File: src/rtl/sar_conv_pkg.sv
package sar_conv_pkg;
   typedef enum logic [1:0] {
      ST_OFF    = 2'd0,
      ST_SETTLE = 2'd1,
      ST_CONV   = 2'd2
   } conv_state_e;

   localparam int CSR_W        = 8;
   localparam int CSR_DONE_BIT = 7;
   localparam int CSR_EN_BIT   = 5;
endpackage

File: src/rtl/sar_settle_timer.sv
module sar_settle_timer #(
   parameter int SETTLE_CYC = 3750
) (
   input  logic clk,
   input  logic rst_n,
   input  logic start,
   input  logic run,
   output logic expired_o
);
   localparam int W = $clog2(SETTLE_CYC + 1);
   localparam logic [W-1:0] LAST = W'(SETTLE_CYC - 1);

   logic [W-1:0] cnt_q;

   always_ff @(posedge clk or negedge rst_n) begin
      if (!rst_n)       cnt_q <= '0;
      else if (start)   cnt_q <= '0;
      else if (run)     cnt_q <= cnt_q + 1'b1;
   end

   assign expired_o = run && (cnt_q == LAST);
endmodule

File: src/rtl/sar_frame_seq.sv
module sar_frame_seq #(
   parameter int FRAME_CYC  = 64,
   parameter int SAMPLE_CYC = 31,
   parameter bit HALF_CUT   = 1'b1
) (
   input  logic                         clk,
   input  logic                         rst_n,
   input  logic                         run,
   input  logic                         restart,
   input  logic                         active,
   output logic [$clog2(FRAME_CYC)-1:0] cnt_o,
   output logic                         last_o,
   output logic                         sample_o
);
   localparam int CNT_W = $clog2(FRAME_CYC);
   localparam logic [CNT_W-1:0] LAST = CNT_W'(FRAME_CYC - 1);
   localparam logic [CNT_W-1:0] SMP  = CNT_W'(SAMPLE_CYC);

   logic [CNT_W-1:0] cnt_q;

   always_ff @(posedge clk or negedge rst_n) begin
      if (!rst_n)                 cnt_q <= '0;
      else if (!run || restart)   cnt_q <= '0;
      else if (cnt_q == LAST)     cnt_q <= '0;
      else                        cnt_q <= cnt_q + 1'b1;
   end

   assign cnt_o  = cnt_q;
   assign last_o = active && (cnt_q == LAST);

   generate
      if (HALF_CUT) begin : g_half
         logic late_half_q;
         always_ff @(negedge clk or negedge rst_n) begin
            if (!rst_n) late_half_q <= 1'b0;
            else        late_half_q <= active && (cnt_q == SMP);
         end
         assign sample_o = active &&
                           ((cnt_q < SMP) || ((cnt_q == SMP) && !late_half_q));
      end else begin : g_whole
         assign sample_o = active && (cnt_q < SMP);
      end
   endgenerate
endmodule

File: src/rtl/sar_bit_engine.sv
module sar_bit_engine #(
   parameter int DATA_W      = 8,
   parameter int CNT_W       = 6,
   parameter int FIRST_TRIAL = 32
) (
   input  logic              clk,
   input  logic              rst_n,
   input  logic              active,
   input  logic [CNT_W-1:0]  cnt,
   input  logic              cmp_i,
   input  logic              res_write,
   output logic [DATA_W-1:0] code_o,
   output logic [DATA_W-1:0] data_o
);
   localparam logic [CNT_W-1:0] FT  = CNT_W'(FIRST_TRIAL);
   localparam logic [CNT_W-1:0] END = CNT_W'(FIRST_TRIAL + DATA_W);

   logic [DATA_W-1:0] sar_q, data_q, mask;
   logic [CNT_W-1:0]  off;
   logic              trial;

   assign trial = active && (cnt >= FT) && (cnt < END);
   assign off   = cnt - FT;

   for (genvar i = 0; i < DATA_W; i++) begin : g_mask
      assign mask[i] = trial && (off == CNT_W'(DATA_W - 1 - i));
   end

   assign code_o = trial ? (sar_q | mask) : '0;

   always_ff @(posedge clk or negedge rst_n) begin
      if (!rst_n)                  sar_q <= '0;
      else if (!active || cnt < FT) sar_q <= '0;
      else if (trial && cmp_i)     sar_q <= sar_q | mask;
   end

   always_ff @(posedge clk or negedge rst_n) begin
      if (!rst_n)         data_q <= '0;
      else if (res_write) data_q <= sar_q;
   end

   assign data_o = data_q;
endmodule

File: src/rtl/sar_conv_ctrl.sv
module sar_conv_ctrl
   import sar_conv_pkg::*;
#(
   parameter int DATA_W     = 8,
   parameter int CHAN_W     = 3,
   parameter int FRAME_CYC  = 64,
   parameter int SAMPLE_CYC = 31,
   parameter bit HALF_CUT   = 1'b1,
   parameter int SETTLE_CYC = 3750
) (
   input  logic              clk,
   input  logic              rst_n,
   input  logic              reg_wr,
   input  logic [7:0]        reg_wdata,
   output logic [7:0]        ctrl_rdata,
   output logic [DATA_W-1:0] data_rdata,
   input  logic              halt_req,
   input  logic              wait_req,
   output logic [CHAN_W-1:0] ana_chan,
   output logic              ana_sample,
   output logic [DATA_W-1:0] ana_code,
   input  logic              cmp_i
);
   localparam int CNT_W       = $clog2(FRAME_CYC);
   localparam int FIRST_TRIAL = SAMPLE_CYC + 1;

   if (FRAME_CYC < FIRST_TRIAL + DATA_W + 1) begin : g_bad_frame
      $error("frame too short for sampling plus bit trials");
   end
   if (CHAN_W > 3 || CHAN_W < 1) begin : g_bad_chan
      $error("input select must fit bits 2:0 of the control byte");
   end
   if (SETTLE_CYC < 1) begin : g_bad_settle
      $error("settling delay must be at least one clock");
   end

   conv_state_e       state_q, state_d;
   logic [CHAN_W-1:0] chan_q, chan_lat_q;
   logic              en_q, done_q, halt_q;
   logic              wr_en, halt_exit, settle_start, settle_done;
   logic              run, restart, active, frame_last, res_write, load_chan;
   logic [CNT_W-1:0]  cnt;

   wire unused_inputs = ^{wait_req, reg_wdata[7:6], reg_wdata[4:3]};

   assign wr_en     = reg_wdata[CSR_EN_BIT];
   assign halt_exit = halt_q && !halt_req;
   assign active    = (state_q == ST_CONV);

   always_comb begin
      state_d = state_q;
      if (halt_req)                                   state_d = ST_OFF;
      else if (reg_wr) begin
         if (!wr_en)                                  state_d = ST_OFF;
         else if (!en_q || halt_exit || state_q == ST_OFF) state_d = ST_SETTLE;
      end
      else if (halt_exit && en_q)                     state_d = ST_SETTLE;
      else if (state_q == ST_SETTLE && settle_done)   state_d = ST_CONV;
   end

   assign settle_start = (state_d == ST_SETTLE) && (state_q != ST_SETTLE);
   assign run          = (state_d == ST_CONV);
   assign restart      = run && (!active || reg_wr);
   assign res_write    = frame_last && run && !reg_wr;
   assign load_chan    = run && (restart || frame_last);

   always_ff @(posedge clk or negedge rst_n) begin
      if (!rst_n) begin
         state_q    <= ST_OFF;
         chan_q     <= '0;
         chan_lat_q <= '0;
         en_q       <= 1'b0;
         done_q     <= 1'b0;
         halt_q     <= 1'b0;
      end else begin
         state_q <= state_d;
         halt_q  <= halt_req;
         if (reg_wr) begin
            chan_q <= reg_wdata[CHAN_W-1:0];
            en_q   <= wr_en;
         end
         if (load_chan)
            chan_lat_q <= reg_wr ? reg_wdata[CHAN_W-1:0] : chan_q;
         if (reg_wr)         done_q <= 1'b0;
         else if (res_write) done_q <= 1'b1;
      end
   end

   sar_settle_timer #(.SETTLE_CYC(SETTLE_CYC)) u_settle (
      .clk       (clk),
      .rst_n     (rst_n),
      .start     (settle_start),
      .run       (state_q == ST_SETTLE),
      .expired_o (settle_done)
   );

   sar_frame_seq #(
      .FRAME_CYC (FRAME_CYC),
      .SAMPLE_CYC(SAMPLE_CYC),
      .HALF_CUT  (HALF_CUT)
   ) u_frame (
      .clk      (clk),
      .rst_n    (rst_n),
      .run      (run),
      .restart  (restart),
      .active   (active),
      .cnt_o    (cnt),
      .last_o   (frame_last),
      .sample_o (ana_sample)
   );

   sar_bit_engine #(
      .DATA_W     (DATA_W),
      .CNT_W      (CNT_W),
      .FIRST_TRIAL(FIRST_TRIAL)
   ) u_bits (
      .clk       (clk),
      .rst_n     (rst_n),
      .active    (active),
      .cnt       (cnt),
      .cmp_i     (cmp_i),
      .res_write (res_write),
      .code_o    (ana_code),
      .data_o    (data_rdata)
   );

   assign ana_chan = chan_lat_q;

   always_comb begin
      ctrl_rdata = '0;
      ctrl_rdata[CHAN_W-1:0]  = chan_q;
      ctrl_rdata[CSR_EN_BIT]   = en_q;
      ctrl_rdata[CSR_DONE_BIT] = done_q;
   end
endmodule

File: config.mk
export PLATFORM = sky130hd
export DESIGN_NAME = sar_conv_ctrl
export DESIGN_NICKNAME = d
export VERILOG_FILES = /design/src/rtl/sar_conv_pkg.sv /design/src/rtl/sar_settle_timer.sv /design/src/rtl/sar_frame_seq.sv /design/src/rtl/sar_bit_engine.sv /design/src/rtl/sar_conv_ctrl.sv
export SDC_FILE = /design/constraint.sdc
export NUM_CORES = 1
export LEC_CHECK = 0
export BUFFER_PORTS_ARGS = -buffer_cell sky130_fd_sc_hd__buf_2
export CAP_MARGIN = 20
export CELL_PAD_IN_SITES_DETAIL_PLACEMENT = 0
export CELL_PAD_IN_SITES_GLOBAL_PLACEMENT = 2
export CORE_MARGIN = 5
export CORE_UTILIZATION = 38
export CTS_CLUSTER_SIZE = 16
export DETAILED_ROUTE_END_ITERATION = 8
export HOLD_SLACK_MARGIN = 0.02
export PLACE_DENSITY_LB_ADDON = 0.1
export SYNTH_ARGS = -nofsm -noshare
export SYNTH_HDL_FRONTEND = slang
export SYNTH_SLANG_ARGS = --single-unit
File: constraint.sdc
create_clock -name clk -period 5.75 [get_ports clk]
set_clock_uncertainty 0.05 [all_clocks]
set_input_delay 1.725 -clock clk [delete_from_list [all_inputs] [get_ports clk]]
set_output_delay 1.725 -clock clk [all_outputs]
set_load 0.05 [all_outputs]
==> impl_summary.txt, run 1 <==
----------------------------------------------------
[Drt]
  Violation count after the first detailed-route iteration ... 53
  WL per Instance ... 14.3 um
  Drc violations ... 0
  Number of vias after detailed routing ... 1701
  First-pass DRT Iterations ... 4
  Final antenna-violating net count ... 0
  Detailed-route vias per instance ... 5.05
  Routed WL ... 4.81 mm

[Floorplan]
  Number of placement rows ... 28
  I/O pin count ... 42
  Placeable core region ... 5960 sq um
  Starting density of the core ... 39.4%
  Die area ... 7850 sq um
  Die height ... 88.6 um
  Die X ... 88.6 um

[Timing]
  Headroom to the max-slew limit ... 61.1%
  Worst-case hold slack ... 0.460 ns
  Number of endpoints failing setup at the final stage ... 0
  Final hold violation count ... 0
  Worst Tran Pin Value ... 0.583 ns
  Max-slew violation count ... 0
  Setup WS post-layout ... 0.0519 ns

[Logic synthesis]
  Synth top cells by count ... 45 x sky130_fd_sc_hd__dfrtp_1, 29 x sky130_fd_sc_hd__nor2_1, 17 x sky130_fd_sc_hd__nand2_1
  Most frequent cell after synthesis ... sky130_fd_sc_hd__dfrtp_1
  Count of flip-flops with a built-in enable after synthesis ... 0
  Largest area contributor in the netlist ... sky130_fd_sc_hd__dfrtp_1
  Number of cells produced by synthesis ... 227
  Average cell area after synthesis ... 10.3 sq um
  Cells taking the most area after synthesis ... sky130_fd_sc_hd__dfrtp_1 48%, sky130_fd_sc_hd__mux2_4 5.1%, sky130_fd_sc_hd__nor2_1 4.6%, sky130_fd_sc_hd__a21oi_1 3.4%, sky130_fd_sc_hd__ha_1 3.2%
  Synth Register Bits ... 46
  Primary flip-flop cell chosen by synthesis mapping ... sky130_fd_sc_hd__dfrtp_1
  Post-Synthesis Cell Area ... 2350 sq um
  Proportion of synthesized flip-flops having asynchronous set or reset ... 100%
  Total of warnings raised by yosys ... 0
  Number of unique standard cell types used by synthesis ... 45
  Share of the synthesized area in the top cell type ... 48.0%
  Portion of the post-synthesis area used by sequential elements ... 49.0%

[Worst setup path]
  Kind of start point of the critical path ... flip-flop
  Largest fanout of any net on the critical path ... 1
  Arrival time of the worst setup path ... 3.92 ns
  Worst Setup Path Type ... reg -> out
  Worst reg-to-reg path cell count ... 3
  CP Capture Type ... output pin
  Required time at the worst-slack endpoint ... 3.97 ns

[Clock tree]
  Clock latency reported for the late side of the worst-skew pair ... 0.29 ns
  Buffer depth of the longest clock path ... 2
  TritonCTS clock tree ... yes
  Htree depth ... 2
  Sink Count ... 46
  CTS root buffer ... sky130_fd_sc_hd__clkbuf_8
  Number of buffers created by CTS ... 5
  Clock-pin slew on the worst setup and hold paths ... 0.08 ns

[Placed design]
  PortBufs ... 33
  Last weighted congestion value of the routability-driven placer ... 0.750
  Post-DP HPWL ... 3.53 mm
  Pre-CTS setup slack ... 0.301 ns

[Cells and area]
  Final cell utilization of the core ... 45.2%
  Number of fill cells ... 597
  Inserted Diodes ... 0
  Share of cells above drive strength 1 ... 26.7%
  Nets ... 281
  Relative area change from synthesis to final layout ... 14.6%

[Pwr]
  Static leakage ... 1.22 nW
  Ratio of total power to cell area ... 240 nW/um^2
  Peak supply drop ... 110 uV
  Final Total Pwr ... 0.000646 W

[Hold path]
  Hold Path Class ... reg -> reg
  Worst Hold Path Cells ... 1

[Global routing]
  Grt total ovfl ... 0
  First-pass GRT wire length ... 8.39 mm
  Total GRT Usage ... 13.6%
  Largest net degree at the start of global routing ... 46
  Vias in the first global route ... 1796
  Antenna violations before repair ... 0

[Outcome]
  Status ... completed

[Run]
  Max cap viols ... 0

----------------------------------------------------
[through the flow]
stage | instances | instance area [sq um] | setup TNS [ns]
floorplan | 229 | 2360 | 0
global placement | 329 | 2570 | 0
detailed placement | 329 | 2570 | 0
CTS | 337 | 2680 | 0
global route | 337 | 2690 | -0.0126
finish | 337 | 2690 | 0
[repair_timing]
action / in CTS / in global routing
gates resized for setup: 1 / 2
hold buffers: 0 / 0
pin swaps: 0 / 0
setup endpoints to repair: 1 / 1
setup buffers: 0 / 0
[per-layer routing]
metal  wire [um]  vias up  track usage, %
met4          42        0            2.88
met5           0        -               0
met1        2210      818            16.9
met3         170        4            2.61
met2        2390       23            24.4
li1            -      856               -
[where the power goes]
part	switching, W	total [W]	internal [W]	leakage, nW
registers	0.0000145	0.000348	0.000333	0.628
clock network	0.000110	0.000239	0.000130	0.0514
logic	0.0000406	0.0000588	0.0000182	0.541
total	0.000165	0.000646	0.000481	1.22
[flip-flops by register name (all words and copies together), names as in the netlist]
name / cells
u_settle.cnt_q: 12
u_frame.g_half.late_half_q: 1
u_bits.data_o: 8
state_q: 2
done_q: 1
u_frame.cnt_o: 6
en_q: 1
chan_q: 3
ana_chan: 3
halt_q: 1
u_bits.sar_q: 8
[worst max-delay path: stages (launching register included)]
cell and delay, ns:
sky130_fd_sc_hd__dfrtn_1 0.39, sky130_fd_sc_hd__inv_1 0.05, sky130_fd_sc_hd__nor2_2 0.11, sky130_fd_sc_hd__nor3_2 0.05, sky130_fd_sc_hd__buf_6 0.16
[cell type report]
class                   count  area, sq um  share of cell area [%]
inverters                   9         33.8                    1.26
repair buffers             34          179                    6.65
well taps                  75         93.8                    3.49
clock buffers               6         72.6                    2.70
clock inverters             2         37.5                    1.40
multi-input cells         165         1120                    41.7
flip-flops and latches     46         1150                    42.8
[path summary, 6_finish.rpt]
path | endpoint | slack [ns] | from
min in group asynchronous | en_q$_DFFE_PN0P_ | 1.49 | rst_n
hold / removal | u_bits.data_o[6]$_DFFE_PN0P_ | 0.46 | u_bits.data_o[6]$_DFFE_PN0P_
max in group asynchronous | u_frame.g_half.late_half_q$_DFF_NN0_ | 1.61 | rst_n
setup reg to reg | u_frame.g_half.late_half_q$_DFF_NN0_ | 1.67 | u_frame.cnt_o[0]$_DFF_PN0_
hold reg to reg | u_bits.data_o[6]$_DFFE_PN0P_ | 0.46 | u_bits.data_o[6]$_DFFE_PN0P_
setup / recovery | ana_sample | 0.05 | u_frame.g_half.late_half_q$_DFF_NN0_
[cells in the final DEF, fill, tap and decap left out, drive strengths merged, types with 2 or more instances in the layout]
master	n
dfrtp	45
nand4	5
xnor2	2
and3	4
mux2	14
nor2b	4
or2	4
inv	9
nand3b	3
or3	5
buf	34
nor2	29
o21ai	17
nand3	5
nor3	6
a41oi	4
conb	3
nand2b	5
ha	6
clkbuf	6
nand2	17
or4	2
a21oi	16
xor2	2
[kinds of logic (layout without fill, tap and decap cells)]
group | Yosys count | in the layout | share of synthesized area (%)
fa+ha+maj | 6 | 6 | 3.20
flops | 46 | 46 | 49.0
compound gates | 45 | 45 | 12.4
simple gates | 93 | 93 | 21.9
buf+inv | 18 | 51 | 3.78
xor+xnor | 4 | 4 | 1.49
mux | 14 | 14 | 8.00
other cells | 1 | 3 | 0.160
Power figures use the tool's default switching activity.
==> inputs of run 2 (changes only) <==
--- a/config.mk
+++ b/config.mk
@@ -11,8 +11,10 @@
 export CELL_PAD_IN_SITES_GLOBAL_PLACEMENT = 2
 export CORE_MARGIN = 5
 export CORE_UTILIZATION = 38
+export CTS_CLUSTER_DIAMETER = 150
 export CTS_CLUSTER_SIZE = 16
 export DETAILED_ROUTE_END_ITERATION = 8
+export GPL_TIMING_DRIVEN = 0
 export HOLD_SLACK_MARGIN = 0.02
 export PLACE_DENSITY_LB_ADDON = 0.1
 export SYNTH_ARGS = -nofsm -noshare
==> impl_summary.txt, run 2 (same netlist as run 1, synthesis figures left out) <==
----------------------------------------------------
[Outcome]
  Status ... completed (unchanged)

[Pwr]
  Switching power of the nets ... 0.000171 W (was 0.000165 W)
  Static leakage ... 1.26 nW (was 1.22 nW)
  Clock power share ... 32.7% (was 37.0%)
  Portion of total power attributed to sequential cells ... 56.8% (was 53.8%)
  Ratio of total power to cell area ... 223 nW/um^2 (was 240 nW/um^2)
  Combinational Power Share ... 10.5% (was 9.1%)
  Net Sw Frac ... 27.9% (was 25.5%)
  Peak supply drop ... 129 uV (was 110 uV)
  Cell internal power dissipation ... 0.000441 W (was 0.000481 W)

[Cells and area]
  Relative area change from synthesis to final layout ... 16.6% (was 14.6%)
  Number of flip-flops in the largest register ... 12 (unchanged)
  Final cell count without fillers ... 346 (was 337)
  Most used cells in the layout excluding fill and tap cells ... 45 x sky130_fd_sc_hd__dfrtp_1, 34 x sky130_fd_sc_hd__buf_2, 28 x sky130_fd_sc_hd__nor2_1, 17 x sky130_fd_sc_hd__nand2_1, 16 x sky130_fd_sc_hd__a21oi_1 (was 45 x sky130_fd_sc_hd__dfrtp_1, 32 x sky130_fd_sc_hd__buf_2, 28 x sky130_fd_sc_hd__nor2_1, 17 x sky130_fd_sc_hd__nand2_1, 16 x sky130_fd_sc_hd__a21oi_1)
  Share of cells above drive strength 1 ... 28.8% (was 26.7%)
  Top register by number of flip-flops ... u_settle.cnt_q (unchanged)
  Leading cell type in the layout, fill and taps excluded ... sky130_fd_sc_hd__dfrtp_1 (unchanged)
  Inserted Diodes ... 0 (unchanged)
  Nets ... 290 (was 281)

[Hold path]
  Start point of the worst min-delay path ... u_bits.data_o[4]$_DFFE_PN0P_ (was u_bits.data_o[6]$_DFFE_PN0P_)
  Hold Path Class ... reg -> reg (unchanged)

[Placed design]
  Pre-CTS setup slack ... 0.247 ns (was 0.301 ns)
  Last weighted congestion value of the routability-driven placer ... 0.741 (was 0.750)
  Post-DP HPWL ... 3.62 mm (was 3.53 mm)
  Number of placed instances with taps included ... 337 (was 329)
  PortBufs ... 33 (unchanged)

[Drt]
  Violation count after the first detailed-route iteration ... 37 (was 53)
  Final antenna-violating net count ... 0 (unchanged)
  Detailed-route vias per instance ... 5.08 (was 5.05)
  First-pass DRT Iterations ... 4 (unchanged)
  Routed WL ... 4.91 mm (was 4.81 mm)
  WL per Instance ... 14.2 um (was 14.3 um)
  Number of vias after detailed routing ... 1756 (was 1701)
  Drc violations ... 0 (unchanged)

[Timing]
  Final hold violation count ... 0 (unchanged)
  Worst-case hold slack ... 0.463 ns (was 0.460 ns)
  Headroom to the max-slew limit ... 60.0% (was 61.1%)
  Unrepaired setup endpoints after global routing ... false
  Setup WS post-layout ... 0.0578 ns (was 0.0519 ns)
  Number of endpoints failing setup at the final stage ... 0 (unchanged)
  Max-slew violation count ... 0 (unchanged)
  Worst Tran Pin Value ... 0.595 ns (was 0.583 ns)
  Final-layout setup total negative slack ... 0 ns (unchanged)

[Floorplan]
  I/O pin count ... 42 (unchanged)
  Number of placement rows ... 28 (unchanged)
  Die area ... 7850 sq um (unchanged)
  Starting density of the core ... 39.4% (unchanged)
  Die height ... 88.6 um (unchanged)
  Placeable core region ... 5960 sq um (unchanged)
  Die X ... 88.6 um (unchanged)

[Worst setup path]
  Worst setup startpoint ... u_frame.g_half.late_half_q$_DFF_NN0_ (unchanged)
  Required time at the worst-slack endpoint ... 3.97 ns (about the same)
  Kind of start point of the critical path ... flip-flop (unchanged)
  Worst R2R Setup Slack ... 1.64 ns (was 1.67 ns)
  RR Startpoint ... u_frame.cnt_o[0]$_DFF_PN0_ (unchanged)
  CP Capture Type ... output pin (unchanged)
  Worst Setup Path Type ... reg -> out (unchanged)
  Arrival time of the worst setup path ... 3.92 ns (about the same)
  Largest fanout of any net on the critical path ... 1 (unchanged)

[Clock tree]
  Number of buffers inserted to repair setup after CTS ... 0 (unchanged)
  Htree depth ... 2 (unchanged)
  CTS root buffer ... sky130_fd_sc_hd__clkbuf_8 (unchanged)
  Number of buffers created by CTS ... 5 (unchanged)
  Sink Count ... 46 (unchanged)
  Clock-pin slew on the worst setup and hold paths ... 0.08 ns (about the same)
  Clock latency reported for the late side of the worst-skew pair ... 0.30 ns (was 0.29 ns)
  TritonCTS clock tree ... yes (unchanged)
  Buffer depth of the longest clock path ... 2 (unchanged)

[Global routing]
  First-pass GRT wire length ... 8.41 mm (was 8.39 mm)
  Vias in the first global route ... 1807 (was 1796)
  Largest net degree at the start of global routing ... 47 (was 46)
  Grt total ovfl ... 0 (unchanged)
  Total GRT Usage ... 13.7% (was 13.6%)
  Antenna violations before repair ... 0 (unchanged)

[Run]
  Max cap viols ... 0 (unchanged)

----------------------------------------------------
-- run 2: cell count changes in the layout (fill, tap and decap cells not counted) --
cell,delta
sky130_fd_sc_hd__clkinv_4,+1
sky130_fd_sc_hd__bufinv_16,-1
sky130_fd_sc_hd__buf_2,+2
sky130_fd_sc_hd__clkinv_2,+1
sky130_fd_sc_hd__clkbuf_1,+1
sky130_fd_sc_hd__buf_4,+4
sky130_fd_sc_hd__buf_12,+1
-- run 2: layout make-up --
class	count	area [sq um]
inverters	9	33.8
fillers	599	3220
flip-flops and latches	46	1150
plain buffers	9	55.1
well taps	75	93.8
clock inverters	3	21.3
clock buffers	5	68.8
repair buffers	34	191
multi-input cells	165	1120
-- run 2: metal layers --
| metal | vias up | share of wire [%] | global-route usage [%] | wire length [um] |
|---|---|---|---|---|
| met2 | 30 | 50 | 24.6 | 2450 |
| li1 | 876 | - | - | - |
| met5 | - | 0 | 0 | 0 |
| met4 | 0 | 1.3 | 4.26 | 64 |
| met3 | 7 | 4.4 | 3.26 | 218 |
| met1 | 843 | 44 | 16.1 | 2180 |
-- run 2: per-stage QoR --
| stage | area, sq um | utilization, % | total power, W |
|---|---|---|---|
| 2_1_floorplan | 2360 | - | 0.000394 |
| 3_5_place_dp | 2620 | 44.0 | 0.000419 |
| 5_1_grt | 2740 | 46.0 | 0.000647 |
| 6_report | 2740 | 46.0 | 0.000612 |
| 3_3_place_gp | 2620 | 44.0 | 0.000416 |
| 4_1_cts | 2720 | 45.6 | 0.000623 |
-- run 2: critical path: stages, from the launching register on --
cell and delay, ns:
sky130_fd_sc_hd__dfrtn_1 0.39, sky130_fd_sc_hd__inv_1 0.04, sky130_fd_sc_hd__nor2_2 0.11, sky130_fd_sc_hd__nor3_2 0.05, sky130_fd_sc_hd__buf_6 0.16
-- run 2: final timing paths --
kind                            cells after the start                              endpoint
worst max-delay path                                4                            ana_sample
worst min register to register                      1          u_bits.data_o[4]$_DFFE_PN0P_
min in group asynchronous                           1          u_bits.data_o[0]$_DFFE_PN0P_
worst min-delay path                                1          u_bits.data_o[4]$_DFFE_PN0P_
max in group asynchronous                           2  u_frame.g_half.late_half_q$_DFF_NN0_
worst max register to register                      4  u_frame.g_half.late_half_q$_DFF_NN0_
-- run 2: what timing repair did --
action | 4_1_cts | 5_1_grt
resized for setup | 2 | 1
hold endpoints to repair | 0 | 0
pin swaps | 0 | 0
hold buffers | 0 | 0
setup endpoints to repair | 1 | 1
-- run 2: power by group through the flow --
stage,registers [W],clock network (W),logic (W)
after floorplan,0.000359,0,0.0000353
after global placement,0.000354,0,0.0000622
after detailed placement,0.000354,0,0.0000643
after CTS,0.000348,0.000211,0.0000641
after global routing,0.000349,0.000227,0.0000711
final,0.000348,0.000200,0.0000641
==> inputs of run 3 (changes only) <==
--- a/config.mk
+++ b/config.mk
@@ -5,12 +5,13 @@
 export SDC_FILE = /design/constraint.sdc
 export NUM_CORES = 1
 export LEC_CHECK = 0
+export ABC_AREA = 1
 export BUFFER_PORTS_ARGS = -buffer_cell sky130_fd_sc_hd__buf_2
 export CAP_MARGIN = 20
 export CELL_PAD_IN_SITES_DETAIL_PLACEMENT = 0
 export CELL_PAD_IN_SITES_GLOBAL_PLACEMENT = 2
 export CORE_MARGIN = 5
-export CORE_UTILIZATION = 38
+export CORE_UTILIZATION = 35
 export CTS_CLUSTER_DIAMETER = 150
 export CTS_CLUSTER_SIZE = 16
 export DETAILED_ROUTE_END_ITERATION = 8
==> constraint.sdc (replaced) <==
create_clock -name clk -period 7.3 [get_ports clk]
set_clock_uncertainty 0.05 [all_clocks]
set_input_delay 2.19 -clock clk [delete_from_list [all_inputs] [get_ports clk]]
set_output_delay 2.19 -clock clk [all_outputs]
set_load 0.05 [all_outputs]
==> impl_summary.txt, run 3 <==
----------------------------------------------------
[Timing]
  Final hold violation count ... 0 (unchanged)
  Unrepaired setup endpoints after global routing ... false (unchanged)
  Final-layout setup total negative slack ... 0 ns (unchanged)
  Max-slew violation count ... 0 (unchanged)
  Number of endpoints failing setup at the final stage ... 0 (unchanged)

[Drt]
  First-pass DRT Iterations ... 4 (unchanged)
  Number of vias after detailed routing ... 1894 (was 1756)
  WL per Instance ... 12.4 um (was 14.2 um)
  Detailed-route vias per instance ... 4.53 (was 5.08)
  Final antenna-violating net count ... 0 (unchanged)
  Violation count after the first detailed-route iteration ... 46 (was 37)
  Drc violations ... 0 (unchanged)
  Routed WL ... 5.19 mm (was 4.91 mm)

[Logic synthesis]
  Number of unique standard cell types used by synthesis ... 29 (was 45)
  Primary flip-flop cell chosen by synthesis mapping ... sky130_fd_sc_hd__dfrtp_1 (unchanged)
  Largest area contributor in the netlist ... sky130_fd_sc_hd__dfrtp_1 (unchanged)
  Synth Register Bits ... 46 (unchanged)
  Average cell area after synthesis ... 8.21 sq um (was 10.3 sq um)
  Synth top cells by count ... 66 x sky130_fd_sc_hd__nand2_1, 45 x sky130_fd_sc_hd__dfrtp_1, 43 x sky130_fd_sc_hd__inv_1 (was 45 x sky130_fd_sc_hd__dfrtp_1, 29 x sky130_fd_sc_hd__nor2_1, 17 x sky130_fd_sc_hd__nand2_1)
  Total of warnings raised by yosys ... 0 (unchanged)
  Most frequent cell after synthesis ... sky130_fd_sc_hd__nand2_1 (was sky130_fd_sc_hd__dfrtp_1)
  Post-Synthesis Cell Area ... 2420 sq um (was 2350 sq um)
  Number of cells produced by synthesis ... 295 (was 227)
  Cells taking the most area after synthesis ... sky130_fd_sc_hd__dfrtp_1 46%, sky130_fd_sc_hd__nand2_1 10%, sky130_fd_sc_hd__inv_1 6.7%, sky130_fd_sc_hd__nor2_1 6.0%, sky130_fd_sc_hd__o21ai_2 3.3% (was sky130_fd_sc_hd__dfrtp_1 48%, sky130_fd_sc_hd__mux2_4 5.1%, sky130_fd_sc_hd__nor2_1 4.6%, sky130_fd_sc_hd__a21oi_1 3.4%, sky130_fd_sc_hd__ha_1 3.2%)
  Count of flip-flops with a built-in enable after synthesis ... 0 (unchanged)
  Proportion of synthesized flip-flops having asynchronous set or reset ... 100% (unchanged)
  Share of the synthesized area in the top cell type ... 46.5% (was 48.0%)
  Portion of the post-synthesis area used by sequential elements ... 47.5% (was 49.0%)

[Global routing]
  Largest net degree at the start of global routing ... 47 (unchanged)
  Total GRT Usage ... 13.2% (was 13.7%)
  First-pass GRT wire length ... 9.07 mm (was 8.41 mm)
  Grt total ovfl ... 0 (unchanged)
  Antenna violations before repair ... 0 (unchanged)
  Vias in the first global route ... 1897 (was 1807)

[Pwr]
  Ratio of total power to cell area ... 188 nW/um^2 (was 223 nW/um^2)
  Peak supply drop ... 65.6 uV (was 129 uV)
  Static leakage ... 1.34 nW (was 1.26 nW)

[Clock tree]
  Sink Count ... 46 (unchanged)
  Hold-fix buffers at CTS ... 0 (unchanged)
  CTS root buffer ... sky130_fd_sc_hd__clkbuf_8 (unchanged)
  Buffer depth of the longest clock path ... 2 (unchanged)
  Clock-pin slew on the worst setup and hold paths ... 0.09 ns (was 0.08 ns)
  Number of buffers created by CTS ... 5 (unchanged)
  TritonCTS clock tree ... yes (unchanged)
  Number of buffers inserted to repair setup after CTS ... 0 (unchanged)
  Clock latency reported for the late side of the worst-skew pair ... 0.30 ns (about the same)
  Number of gates resized after CTS ... 0 (was 2)
  Htree depth ... 2 (unchanged)

[Floorplan]
  Die area ... 8680 sq um (was 7850 sq um)
  Die height ... 93.2 um (was 88.6 um)
  Placeable core region ... 6760 sq um (was 5960 sq um)
  Die X ... 93.2 um (was 88.6 um)
  Starting density of the core ... 35.9% (was 39.4%)
  Number of placement rows ... 30 (was 28)
  I/O pin count ... 42 (unchanged)

[Hold path]
  Hold Path Class ... reg -> reg (unchanged)

[Worst setup path]
  Worst Setup Path Type ... reg -> out (unchanged)
  Largest fanout of any net on the critical path ... 1 (unchanged)
  CP Capture Type ... output pin (unchanged)
  Kind of start point of the critical path ... flip-flop (unchanged)
  Required time at the worst-slack endpoint ... 5.06 ns (was 3.97 ns)
  Arrival time of the worst setup path ... 4.72 ns (was 3.92 ns)

[Cells and area]
  Leading cell type in the layout, fill and taps excluded ... sky130_fd_sc_hd__nand2_1 (was sky130_fd_sc_hd__dfrtp_1)
  Number of flip-flops in the largest register ... 12 (unchanged)
  Nets ... 357 (was 290)
  Most used cells in the layout excluding fill and tap cells ... 66 x sky130_fd_sc_hd__nand2_1, 45 x sky130_fd_sc_hd__dfrtp_1, 43 x sky130_fd_sc_hd__inv_1, 39 x sky130_fd_sc_hd__nor2_1, 33 x sky130_fd_sc_hd__buf_2 (was 45 x sky130_fd_sc_hd__dfrtp_1, 34 x sky130_fd_sc_hd__buf_2, 28 x sky130_fd_sc_hd__nor2_1, 17 x sky130_fd_sc_hd__nand2_1, 16 x sky130_fd_sc_hd__a21oi_1)
  Final cell utilization of the core ... 41.8% (was 46.0%)
  Relative area change from synthesis to final layout ... 16.6% (about the same)
  Top register by number of flip-flops ... u_settle.cnt_q (unchanged)
  Inserted Diodes ... 0 (unchanged)
  Share of cells above drive strength 1 ... 23.1% (was 28.8%)
  Post-route design area ... 2820 sq um (was 2740 sq um)
  Final cell count without fillers ... 418 (was 346)
  Number of fill cells ... 723 (was 599)

[Placed design]
  PortBufs ... 32 (was 33)
  Last weighted congestion value of the routability-driven placer ... 0.726 (was 0.741)
  Post-DP HPWL ... 3.94 mm (was 3.62 mm)
  Number of placed instances with taps included ... 409 (was 337)
  Instance area after placement ... 2690 sq um (was 2620 sq um)

[Outcome]
  Status ... completed (unchanged)

[Run]
  Max cap viols ... 0 (unchanged)

----------------------------------------------------
-- run 3: cell count changes in the layout (fill, tap and decap cells not counted), moves of 7 or more --
cell	before	now
sky130_fd_sc_hd__nand3_1	4	12
sky130_fd_sc_hd__a21oi_1	16	5
sky130_fd_sc_hd__nand2_1	17	66
sky130_fd_sc_hd__mux2_4	8	0
sky130_fd_sc_hd__o21ai_2	1	9
sky130_fd_sc_hd__inv_1	9	43
sky130_fd_sc_hd__nand2_2	0	7
sky130_fd_sc_hd__nor2_1	28	39
-- run 3: final timing paths --
check	endpoint	from	slack [ns]	depth (start not counted)
hold reg to reg	ana_chan[1]$_DFFE_PN0P_	ana_chan[1]$_DFFE_PN0P_	0.42	2
min in group asynchronous	u_settle.cnt_q[3]$_DFFE_PN0P_	rst_n	1.76	1
setup / recovery	ana_sample	u_frame.g_half.late_half_q$_DFF_NN0_	0.34	2
max in group asynchronous	u_frame.g_half.late_half_q$_DFF_NN0_	rst_n	1.37	2
setup reg to reg	u_frame.g_half.late_half_q$_DFF_NN0_	u_frame.cnt_o[0]$_DFF_PN0_	2.35	7
hold / removal	ana_chan[1]$_DFFE_PN0P_	ana_chan[1]$_DFFE_PN0P_	0.42	2
-- run 3: kinds of logic after synthesis --
kind of cell             share of synthesized area [%]
AND/OR/NAND/NOR                                   27.7
buffers and inverters                             9.71
flip-flops                                        47.5
AO/OA/AOI/OAI                                     10.0
adder cells (fa/ha/maj)                           3.10
XOR/XNOR                                          1.81
other                                            0.155
-- run 3: through the flow --
step / hold WS [ns] / power, W / setup WS (ns)
4_1_cts: 0.431 / 0.000541 / 0.311
5_1_grt: 0.466 / 0.000561 / 0.239
3_3_place_gp: 0.410 / 0.000343 / 0.521
2_1_floorplan: 0.400 / 0.000324 / 0.315
3_5_place_dp: 0.406 / 0.000343 / 0.530
6_report: 0.422 / 0.000531 / 0.341
-- run 3: area by class of cell --
type / count / area, sq um / area share [%]
Inverter: 48 / 181 / 6.42
Clock buffer: 5 / 68.8 / 2.44
Tap cell: 80 / 100 / 3.54
Sequential cell: 46 / 1150 / 40.8
Buffer: 7 / 53.8 / 1.91
Timing Repair Buffer: 33 / 180 / 6.38
Clock inverter: 3 / 45.0 / 1.60
Multi-Input combinational cell: 196 / 1040 / 37.0
-- run 3: worst max-delay path, cell delays in order (launching register included) --
cell                      delay (ns)
sky130_fd_sc_hd__dfrtn_1        0.33
sky130_fd_sc_hd__a21oi_1        0.15
sky130_fd_sc_hd__buf_2          0.28
-- run 3: power breakdown --
| part | leakage (nW) | total (W) | internal [W] | switching (W) |
|---|---|---|---|---|
| Clock | 0.0504 | 0.000194 | 0.000102 | 0.0000917 |
| Sequential | 0.628 | 0.000276 | 0.000266 | 0.0000107 |
| Combinational | 0.663 | 0.0000610 | 0.0000197 | 0.0000413 |
-- run 3: layer usage --
layer / routed length, um / track usage, % / vias to the layer above / part of all wire [%]
met5: 0 / 0 / - / 0
met1: 2570 / 17.6 / 870 / 49
met4: 77 / 4.40 / 0 / 1.5
li1: - / - / 999 / -
met3: 155 / 3.06 / 5 / 3.0
met2: 2390 / 21.0 / 20 / 46
